$ cat config.mk
export PLATFORM = sky130hd
export DESIGN_NAME = rank_spare_ctrl
export DESIGN_NICKNAME = d
export VERILOG_FILES = /design/src/rtl/rsc_pkg.sv /design/src/rtl/rsc_rank_select.sv /design/src/rtl/rsc_fsm.sv /design/src/rtl/rsc_events.sv /design/src/rtl/rank_spare_ctrl.sv
export SDC_FILE = /design/constraint.sdc
export NUM_CORES = 1
export LEC_CHECK = 0
export BUFFER_PORTS_ARGS = -buffer_cell sky130_fd_sc_hd__buf_2
export CORE_MARGIN = 1
export CORE_UTILIZATION = 25
export CTS_CLUSTER_DIAMETER = 30
export CTS_CLUSTER_SIZE = 28
export DETAILED_ROUTE_END_ITERATION = 6
export PLACE_DENSITY = 0.57
export SLEW_MARGIN = 20
export SYNTH_ARGS = -nofsm -noshare
export SYNTH_HDL_FRONTEND = slang
export SYNTH_SLANG_ARGS = --single-unit
$ cat constraint.sdc
create_clock -name clk -period 1.7 [get_ports clk]
set_input_delay 0.255 -clock clk [delete_from_list [all_inputs] [get_ports clk]]
set_output_delay 0.255 -clock clk [all_outputs]
set_load 0.01 [all_outputs]
$ cat src/rtl/rsc_pkg.sv
package rsc_pkg;
  typedef enum logic [1:0] {
    ST_IDLE   = 2'd0,
    ST_COPY   = 2'd1,
    ST_FAILED = 2'd2
  } rsc_state_e;
endpackage

$ cat src/rtl/rsc_rank_select.sv
module rsc_rank_select #(
  parameter int NUM_RANKS = 12,
  parameter int IDX_W     = 4
) (
  input  logic [NUM_RANKS-1:0] lim,
  output logic                 single,
  output logic [IDX_W-1:0]     idx
);
  logic [NUM_RANKS-1:0] lim_minus;
  logic [IDX_W-1:0]     part [NUM_RANKS];

  assign lim_minus = lim - NUM_RANKS'(1);
  assign single    = (lim != '0) && ((lim & lim_minus) == '0);

  // each position contributes its own index when its flag is set
  for (genvar g = 0; g < NUM_RANKS; g++) begin : g_part
    assign part[g] = lim[g] ? IDX_W'(g) : '0;
  end

  always_comb begin
    idx = '0;
    for (int i = 0; i < NUM_RANKS; i++) idx = idx | part[i];
  end
endmodule

$ cat src/rtl/rsc_fsm.sv
module rsc_fsm #(
  parameter int IDX_W = 4
) (
  input  logic                  clk,
  input  logic                  rst_n,
  input  logic                  spare_en,
  input  logic                  single,
  input  logic [IDX_W-1:0]      idx,
  input  logic                  copy_done,
  output rsc_pkg::rsc_state_e   state,
  output logic [IDX_W-1:0]      rank_q,
  output logic                  start_q
);
  import rsc_pkg::*;
  rsc_state_e nxt;

  always_comb begin
    nxt = state;
    unique case (state)
      ST_IDLE:   if (spare_en && single) nxt = ST_COPY;
      ST_COPY:   if (copy_done)          nxt = ST_FAILED;
      ST_FAILED: if (!spare_en)          nxt = ST_IDLE;
      default:                           nxt = ST_IDLE;
    endcase
  end

  always_ff @(posedge clk or negedge rst_n) begin
    if (!rst_n) begin
      state   <= ST_IDLE;
      rank_q  <= '0;
      start_q <= 1'b0;
    end else begin
      state   <= nxt;
      start_q <= (state == ST_IDLE) && (nxt == ST_COPY);
      if ((state == ST_IDLE) && (nxt == ST_COPY)) rank_q <= idx;
    end
  end
endmodule

$ cat src/rtl/rsc_events.sv
module rsc_events (
  input  logic clk,
  input  logic rst_n,
  input  logic busy,
  input  logic active,
  output logic evt_busy_rise,
  output logic evt_active_rise
);
  logic busy_d, active_d;

  always_ff @(posedge clk or negedge rst_n) begin
    if (!rst_n) begin
      busy_d   <= 1'b0;
      active_d <= 1'b0;
    end else begin
      busy_d   <= busy;
      active_d <= active;
    end
  end

  assign evt_busy_rise   = busy & ~busy_d;
  assign evt_active_rise = active & ~active_d;
endmodule

$ cat src/rtl/rank_spare_ctrl.sv
module rank_spare_ctrl #(
  parameter int NUM_RANKS = 12,
  localparam int IDX_W    = (NUM_RANKS > 1) ? $clog2(NUM_RANKS) : 1
) (
  input  logic                 clk,
  input  logic                 rst_n,
  input  logic                 spare_en,
  input  logic [NUM_RANKS-1:0] rank_at_limit,
  input  logic                 copy_done,
  output logic                 copy_busy,
  output logic                 spare_active,
  output logic [IDX_W-1:0]     failed_rank,
  output logic                 copy_start,
  output logic                 evt_copy_began,
  output logic                 evt_failover
);
  import rsc_pkg::*;

  logic             single;
  logic [IDX_W-1:0] idx;
  rsc_state_e       state;

  rsc_rank_select #(.NUM_RANKS(NUM_RANKS), .IDX_W(IDX_W)) u_sel (
    .lim(rank_at_limit), .single(single), .idx(idx)
  );

  rsc_fsm #(.IDX_W(IDX_W)) u_fsm (
    .clk(clk), .rst_n(rst_n), .spare_en(spare_en), .single(single),
    .idx(idx), .copy_done(copy_done), .state(state),
    .rank_q(failed_rank), .start_q(copy_start)
  );

  assign copy_busy    = (state == ST_COPY);
  assign spare_active = (state == ST_FAILED);

  rsc_events u_evt (
    .clk(clk), .rst_n(rst_n), .busy(copy_busy), .active(spare_active),
    .evt_busy_rise(evt_copy_began), .evt_active_rise(evt_failover)
  );
endmodule

==> flow_metrics.env, run 1 <==
export IMPL_status="finished, violations left"
export IMPL_violations="negative setup slack"
export IMPL_rows=16
export IMPL_grt_met2_usage=0.227
export IMPL_clkTransAtPathRegs_ps=60
export IMPL_switchingPower_mw=0.112
export IMPL_hold_viol=0
export IMPL_syn_area_um2=524
export IMPL_synth_xor_area_share=0
export IMPL_fillers=197
export IMPL_yosysMostFrequentCell="dfrtp_1"
export IMPL_synth_top_area_frac=0.430
export IMPL_synthSimpleGateAreaFrac=0.272
export IMPL_drt_total_wl_mm=1.45
export IMPL_use_met1=0.146
export IMPL_pwr_share_clk=0.318
export IMPL_synth_seq_cells=9
export IMPL_port_buffers=24
export IMPL_critPathCaptureType="register"
export IMPL_core_area_um2=1960
export IMPL_cts_sinks=9
export IMPL_dpl_hpwl_mm=1.09
export IMPL_synthMuxAreaShare=0.0859
export IMPL_ys_seq_area_frac=0.430
export IMPL_cp_arrival_ps=2250
export IMPL_ios=25
export IMPL_synthAdderAreaFrac=0
export IMPL_nets=119
export IMPL_clockBufferDepth=2
export IMPL_grt_pass1_vias=505
export IMPL_cts_root_buf="clkbuf_4"
export IMPL_synth_top_cells_by_area="dfrtp_1 (43%), mux2_2 (8.6%), nor2_1 (5.0%), nor2b_1 (4.8%), or4_4 (4.3%)"
export IMPL_grt_max_degree=10
export IMPL_cts_tree="yes"
export IMPL_antennaDiodeCount=0
export IMPL_top_usage_layer="met2"
export IMPL_seq_power_share=0.459
export IMPL_leakage_nw=0.467
export IMPL_die_w_um=47.8
export IMPL_routedWlPerCell_um=11.3
export IMPL_fin_skew_ps=5.33
export IMPL_die_y_um=47.8
export IMPL_initial_core_util=0.267
export IMPL_synthArstFlopShare=1.00
export IMPL_slew_violations=0
export IMPL_cts_made_buffers=3
export IMPL_grtUsageMet3=0.0566
export IMPL_clock_latency_ps=250
export IMPL_power_mw=0.485
export IMPL_post_dp_cell_area_um2=821
export IMPL_syn_to_final_growth_pct=80.0
export IMPL_h_tree_depth=1
export IMPL_tns_ps=-2340
export IMPL_synth_top_family_by_area="simple AND/OR/NAND/NOR gates"
export IMPL_grt_pass1_wl_mm=1.99
export IMPL_design_area_um2=943
export IMPL_ant_nets=0
export IMPL_antenna_found_initial=0
export IMPL_drt_pass1_iterations=3
export IMPL_timing_final_crit_share=1.24
export IMPL_vias=573
export IMPL_hold_path_class="primary input to register"
export IMPL_comb_power_share=0.222
export IMPL_synth_enable_flop_cells=0
export IMPL_place_congestion=0.859
export IMPL_maxCapViolations=0
export IMPL_p_int_mw=0.373
export IMPL_drt_iter0_drc=2
export IMPL_synth_compound_area_share=0.205
export IMPL_rsz0062_at_grt="yes"
export IMPL_synth_nets=66
export IMPL_vias_per_cell=4.44
export IMPL_drive_gt1_frac=0.618
export IMPL_yosys_warnings=0
export IMPL_swShare=0.231
export IMPL_critical_path_startpoint_type="primary input"
export IMPL_criticalPathCategory="primary input to register"
export IMPL_tightest_slew_ps=361
export IMPL_synthTopCellsByCount="dfrtp_1 (9), nor2_1 (7), mux2_2 (4), nor2b_1 (4)"
export IMPL_grt_usage=0.128
export IMPL_syn_area_per_cell_um2=10.5
export IMPL_grt_remaining_overflow=0
export IMPL_fmax_mhz=473
export IMPL_die_area_um2=2280
export IMPL_whs_ps=243
export IMPL_drc=0
export IMPL_peakVddDrop_mv=0.331
export IMPL_path_max_fanout=5
export IMPL_slew_limit_headroom=0.753
export IMPL_setup_slack_ps=-416
export IMPL_synth_ff_type="dfrtp_1"
export IMPL_synth_cell_types=23
export IMPL_synthCells=50
export IMPL_synth_area_leader_cell="dfrtp_1"
export IMPL_fin_crit_ps=2120
export IMPL_power_density_nw_per_um2=515
export IMPL_required_ps=1830
export IMPL_final_setup_viol_count=6
-- timing repair --
item                                   4_1_cts  5_1_grt
resized for setup                            6        7
endpoints found under the hold margin        9        0
setup endpoints to repair                    6        6
setup buffers                                1        3
pin swaps                                    3        2
hold buffers                                 1        0
-- registers in the layout, indices dropped and copies added, names as in the netlist --
register        count
u_evt.active_d      1
u_evt.busy_d        1
u_fsm.rank_q        4
u_fsm.start_q       1
u_fsm.state         2
-- worst paths after layout --
| kind | startpoint | to | slack, ps | cells after the start |
|---|---|---|---|---|
| setup / recovery | rank_at_limit[7] | u_fsm.rank_q[0] | -420 | 7 |
| hold / removal | copy_done | u_fsm.state[1] | 240 | 2 |
| setup reg to reg | u_fsm.state[0] | u_fsm.rank_q[0] | 160 | 5 |
| hold reg to reg | u_fsm.state[0] | u_fsm.state[0] | 500 | 1 |
| max in group asynchronous | rst_n | u_fsm.rank_q[1] | 1130 | 2 |
| min in group asynchronous | rst_n | u_evt.active_d | 380 | 2 |
-- cell usage in the layout, fill, tap and decap left out, types with 2 or more instances in the layout --
cell type / instances
o211ai_1: 2
or4_4: 3
dfrtp_1: 9
buf_4: 20
nand3_1: 2
or3_4: 2
buf_6: 5
nor2_1: 7
nor2b_1: 4
buf_2: 22
clkbuf_4: 3
or4_1: 2
mux2_4: 4
o21ai_0: 2
-- power groups by stage --
| stage | Clock, mW | Sequential [mW] | Combinational (mW) |
|---|---|---|---|
| 5_1_grt | 0.180 | 0.223 | 0.118 |
| 6_report | 0.155 | 0.223 | 0.108 |
| 4_1_cts | 0.165 | 0.223 | 0.101 |
| 2_1_floorplan | 0 | 0.229 | 0.0249 |
| 3_5_place_dp | 0 | 0.226 | 0.0960 |
| 3_3_place_gp | 0 | 0.226 | 0.0950 |
-- layer usage --
layer,part of all wire,up-vias
met5,0,-
met4,0,0
met3,0.046,0
met2,0.50,18
met1,0.45,257
li1,-,298
-- cells by family after synthesis --
| family | Yosys count |
|---|---|
| AO/OA/AOI/OAI | 13 |
| multiplexers | 4 |
| flip-flops | 9 |
| AND/OR/NAND/NOR | 23 |
| buffers and inverters | 1 |
-- per-stage QoR --
step	util	worst slack [ps]	instances
3_3_place_gp	0.418	-651	120
3_5_place_dp	0.418	-683	120
2_1_floorplan	-	-492	50
5_1_grt	0.481	-436	129
6_report	0.481	-416	129
4_1_cts	0.455	-404	126
-- cell type report --
type                    instances  area [µm²]  area share
multi-input cells              40         328       0.347
well taps                      27        33.8      0.0358
clock buffers                   4        26.3      0.0279
flip-flops and latches          9         225       0.239
repair buffers                 48         327       0.346
inverters                       1        3.75     0.00398
-- critical path: stages --
cell and delay [ps]:
buf_6 90, or4_4 540, or3_4 390, a211o_1 270, a211oi_4 250, buf_6 150, mux2_4 300
Power figures use the tool's default switching activity.
==> inputs of run 2 (changes only) <==
SKIP_CTS_REPAIR_TIMING = 1   (was default)
==> flow_metrics.env, run 2 (synthesized netlist as in run 1, its figures left out) <==
export IMPL_drt_iter0_drc=2
export IMPL_slew_limit_headroom=0.759
export IMPL_clockBufferDepth=2
export IMPL_drt_pass1_iterations=2
export IMPL_leakage_nw=0.453
export IMPL_fillers=202
export IMPL_drt_total_wl_mm=1.36
export IMPL_grt_usage=0.121
export IMPL_timing_final_crit_share=1.26
export IMPL_drc=0
export IMPL_cts_made_buffers=3
export IMPL_status="finished, violations left"
export IMPL_violations="negative setup slack"
export IMPL_ios=25
export IMPL_critical_path_startpoint_type="primary input"
export IMPL_ant_nets=0
export IMPL_tightest_slew_ps=353
export IMPL_cp_arrival_ps=2270
export IMPL_layout_commonest_cell="buf_2"
export IMPL_cts_sinks=9
export IMPL_largest_reg_flops=4
export IMPL_clkTransAtPathRegs_ps=60
export IMPL_clock_latency_ps=250
export IMPL_power_density_nw_per_um2=525
export IMPL_place_congestion=0.859
export IMPL_largest_register="u_fsm.rank_q"
export IMPL_die_w_um=47.8
export IMPL_setup_slack_ps=-434
export IMPL_core_area_um2=1960
export IMPL_max_stage_delay_ps=540
export IMPL_dpl_hpwl_mm=1.09
export IMPL_hold_path_class="primary input to register"
export IMPL_final_cell_mix="buf_2 (23), buf_4 (19), dfrtp_1 (9), nor2_1 (7)"
export IMPL_port_buffers=24
export IMPL_required_ps=1830
export IMPL_peakVddDrop_mv=0.330
export IMPL_worstPathCellList="buf_6, or4_4, or3_4, a211o_1, a211oi_4, buf_6, mux2_4"
export IMPL_nets=117
export IMPL_rsz0062_at_grt="yes"
export IMPL_slew_violations=0
export IMPL_top_regs="u_fsm.rank_q (4), u_fsm.state (2)"
export IMPL_fin_util=0.466
export IMPL_grt_max_degree=10
export IMPL_path_max_fanout=3
export IMPL_final_cells=127
export IMPL_place_inst=120
export IMPL_rows=16
export IMPL_cp_common_cell="buf_6"
export IMPL_syn_to_final_growth_pct=74.5
export IMPL_antenna_found_initial=0
export IMPL_grt_pass1_vias=491
export IMPL_hold_viol=0
export IMPL_fin_crit_ps=2130
export IMPL_grt_pass1_wl_mm=1.90
export IMPL_seq_area_um2=225
export IMPL_fmax_mhz=469
export IMPL_antennaDiodeCount=0
export IMPL_vias_per_cell=4.39
export IMPL_critPathCaptureType="register"
export IMPL_slowest_stage="or4_4"
export IMPL_multi_input_area_um2=324
export IMPL_cts_root_buf="clkbuf_4"
export IMPL_initial_core_util=0.267
export IMPL_drive_gt1_frac=0.610
export IMPL_fin_skew_ps=5.46
export IMPL_h_tree_depth=1
export IMPL_maxCapViolations=0
export IMPL_criticalPathCategory="primary input to register"
export IMPL_die_y_um=47.8
export IMPL_final_setup_viol_count=6
export IMPL_cts_tree="yes"
export IMPL_die_area_um2=2280
export IMPL_routedWlPerCell_um=10.7
export IMPL_vias=558
export IMPL_grt_remaining_overflow=0
run 2: cell types whose count changed in the layout (fill, tap and decap cells not counted), sizes merged:
cell	delta
buf	-2
run 2: report_power, final:
| part | switching [mW] | leakage [nW] | total, mW | internal [mW] |
|---|---|---|---|---|
| Combinational | 0.0430 | 0.313 | 0.103 | 0.0600 |
| Sequential | 0.00297 | 0.125 | 0.223 | 0.220 |
| Clock | 0.0647 | 0.0150 | 0.155 | 0.0898 |
run 2: layer usage:
| metal | GRT usage | wire (µm) |
|---|---|---|
| met1 | 0.142 | 646 |
| met3 | 0.0566 | 71 |
| met5 | 0 | 0 |
| met2 | 0.208 | 647 |
| met4 | 0.0111 | 0 |
run 2: critical path, delay by kind of cell:
| family | cells | cell delay [ps] |
|---|---|---|
| and+or+nand+nor | 2 | 930 |
| buffers and inverters | 2 | 240 |
| muxes | 1 | 290 |
| AOI/OAI and AO/OA | 2 | 550 |
run 2: through the flow:
step                hold WS (ps)  setup WS (ps)  instance area [µm²]  power [mW]  TNS, ps
floorplan                  -40.6           -492                  524       0.254    -2360
global placement             111           -651                  821       0.321    -3680
detailed placement           117           -683                  821       0.322    -3760
CTS                         -162           -425                  847       0.484    -2180
global route                 224           -455                  915       0.517    -2340
finish                       243           -434                  915       0.480    -2230
run 2: final timing paths:
kind | from | slack (ps) | cells after the start | endpoint
min in group asynchronous | rst_n | 380 | 2 | u_evt.active_d
worst min-delay path | copy_done | 240 | 2 | u_fsm.state[1]
worst max register to register | u_fsm.state[0] | 150 | 5 | u_fsm.rank_q[1]
max in group asynchronous | rst_n | 1130 | 2 | u_fsm.rank_q[1]
worst min register to register | u_fsm.state[0] | 500 | 1 | u_fsm.state[0]
worst max-delay path | rank_at_limit[1] | -430 | 7 | u_fsm.rank_q[1]
run 2: final cells by class:
| type | instances | area share |
|---|---|---|
| timing repair buffer | 46 | 0.330 |
| sequential | 9 | 0.246 |
| clock buffer | 4 | 0.0287 |
| inverter | 1 | 0.00410 |
| tap | 27 | 0.0369 |
| multi-input combinational | 40 | 0.354 |
==> inputs of run 3 (changes only) <==
CORE_AREA = 2 2 39 41   (was default)
CORE_MARGIN = default   (was 1)
CORE_UTILIZATION = default   (was 25)
DIE_AREA = 0 0 41 43   (was default)
PLACE_DENSITY = 0.79   (was 0.57)
==> flow_metrics.env, run 3 (synthesized netlist as in run 1, its figures left out) <==
export IMPL_fillers=131
export IMPL_setup_slack_ps=-400
export IMPL_vias_per_cell=5.21
export IMPL_required_ps=1850
export IMPL_fmax_mhz=476
export IMPL_nets=113
export IMPL_largest_register="u_fsm.rank_q"
export IMPL_slew_limit_headroom=0.757
export IMPL_core_area_um2=1380
export IMPL_clockBufferDepth=2
export IMPL_post_place_ws_ps=-678
export IMPL_final_cell_mix="buf_2 (22), buf_4 (18), dfrtp_1 (9), nor2_1 (7), nor2b_1 (4)"
export IMPL_critPathCaptureType="register"
export IMPL_grt_max_degree=10
export IMPL_routedWlPerCell_um=12.6
export IMPL_cts_root_buf="clkbuf_4"
export IMPL_cts_sinks=9
export IMPL_die_area_um2=1760
export IMPL_ant_nets=0
export IMPL_place_inst=107
export IMPL_path_max_fanout=5
export IMPL_layout_commonest_cell="buf_2"
export IMPL_drc=0
export IMPL_cts_tree="yes"
export IMPL_maxCapViolations=0
export IMPL_r2r_cells=4
export IMPL_power_mw=0.494
export IMPL_drt_total_wl_mm=1.41
export IMPL_leakage_nw=0.428
export IMPL_timing_final_crit_share=1.24
export IMPL_place_congestion=0.787
export IMPL_grt_pass1_wl_mm=2.16
export IMPL_cp_arrival_ps=2250
export IMPL_clkTransAtPathRegs_ps=60
export IMPL_whs_ps=245
export IMPL_slowest_stage="or4_4"
export IMPL_final_cells=112
export IMPL_clock_latency_ps=270
export IMPL_h_tree_depth=1
export IMPL_fin_skew_ps=3.61
export IMPL_crit_family="simple AND/OR/NAND/NOR gates"
export IMPL_violations="negative setup slack"
export IMPL_syn_to_final_growth_pct=63.2
export IMPL_grt_pass1_vias=569
export IMPL_drt_iter0_drc=8
export IMPL_vias=584
export IMPL_antennaDiodeCount=0
export IMPL_r2r_start="u_fsm.state[0]"
export IMPL_rows=14
export IMPL_initial_core_util=0.379
export IMPL_top_regs="u_fsm.rank_q (4), u_fsm.state (2)"
export IMPL_r2r_slack_ps=100
export IMPL_max_stage_delay_ps=540
export IMPL_antenna_found_initial=0
export IMPL_fin_crit_ps=2100
export IMPL_largest_reg_flops=4
export IMPL_fin_util=0.618
export IMPL_port_buffers=24
export IMPL_endpoint="u_fsm.rank_q[0]"
export IMPL_power_density_nw_per_um2=577
export IMPL_grt_usage=0.181
export IMPL_tightest_slew_ps=363
export IMPL_path_depth=6
export IMPL_cts_made_buffers=3
export IMPL_die_w_um=41
export IMPL_final_setup_viol_count=6
export IMPL_die_y_um=43
export IMPL_status="finished, violations left"
export IMPL_hold_path_class="primary input to register"
export IMPL_critPathLaunch="rank_at_limit[0]"
export IMPL_peakVddDrop_mv=0.327
export IMPL_hold_viol=0
export IMPL_drt_pass1_iterations=4
export IMPL_drive_gt1_frac=0.594
export IMPL_slew_violations=0
export IMPL_criticalPathCategory="primary input to register"
export IMPL_ios=25
export IMPL_crit_buf_inv=1
export IMPL_grt_remaining_overflow=0
export IMPL_rr_endpoint="u_fsm.rank_q[0]"
export IMPL_worstPathCellList="buf_6, or4_4, or3_4, a211o_1, a211oi_4, mux2_2"
export IMPL_rsz0062_at_grt="yes"
export IMPL_critical_path_startpoint_type="primary input"
run 3: how the worst min path moves through the flow:
stage / from / end / depth (start not counted)
3_3_place_gp: rst_n / u_evt.active_d / 1
6_report: copy_done / u_fsm.state[1] / 2
2_1_floorplan: rst_n / u_evt.active_d / 0
4_1_cts: rst_n / u_evt.active_d / 1
5_1_grt: copy_done / u_fsm.state[1] / 2
3_5_place_dp: rst_n / u_evt.active_d / 1
run 3: per-layer routing:
layer  wire, µm  global-route usage  up-vias
met5          0                   0        -
met4          9              0.0467        0
met3        102              0.0838        2
met2        696               0.300       20
met1        605               0.199      277
li1           -                   -      285
run 3: stage by stage:
step	setup TNS [ps]	instance area [µm²]
finish	-1980	856
floorplan	-2360	524
global route	-2230	856
global placement	-3630	792
detailed placement	-3790	792
CTS	-2100	818
run 3: final cells by class:
type / count / area (µm²) / area share
multi-input combinational: 40 / 314 / 0.367
timing repair buffer: 42 / 267 / 0.311
sequential: 9 / 225 / 0.263
clock buffer: 4 / 26.3 / 0.0307
tap: 16 / 20.0 / 0.0234
inverter: 1 / 3.75 / 0.00439
run 3: power breakdown:
part           switching (mW)  internal, mW
Combinational          0.0437        0.0559
Clock                  0.0813        0.0909
Sequential            0.00275         0.220
Total                   0.128         0.366
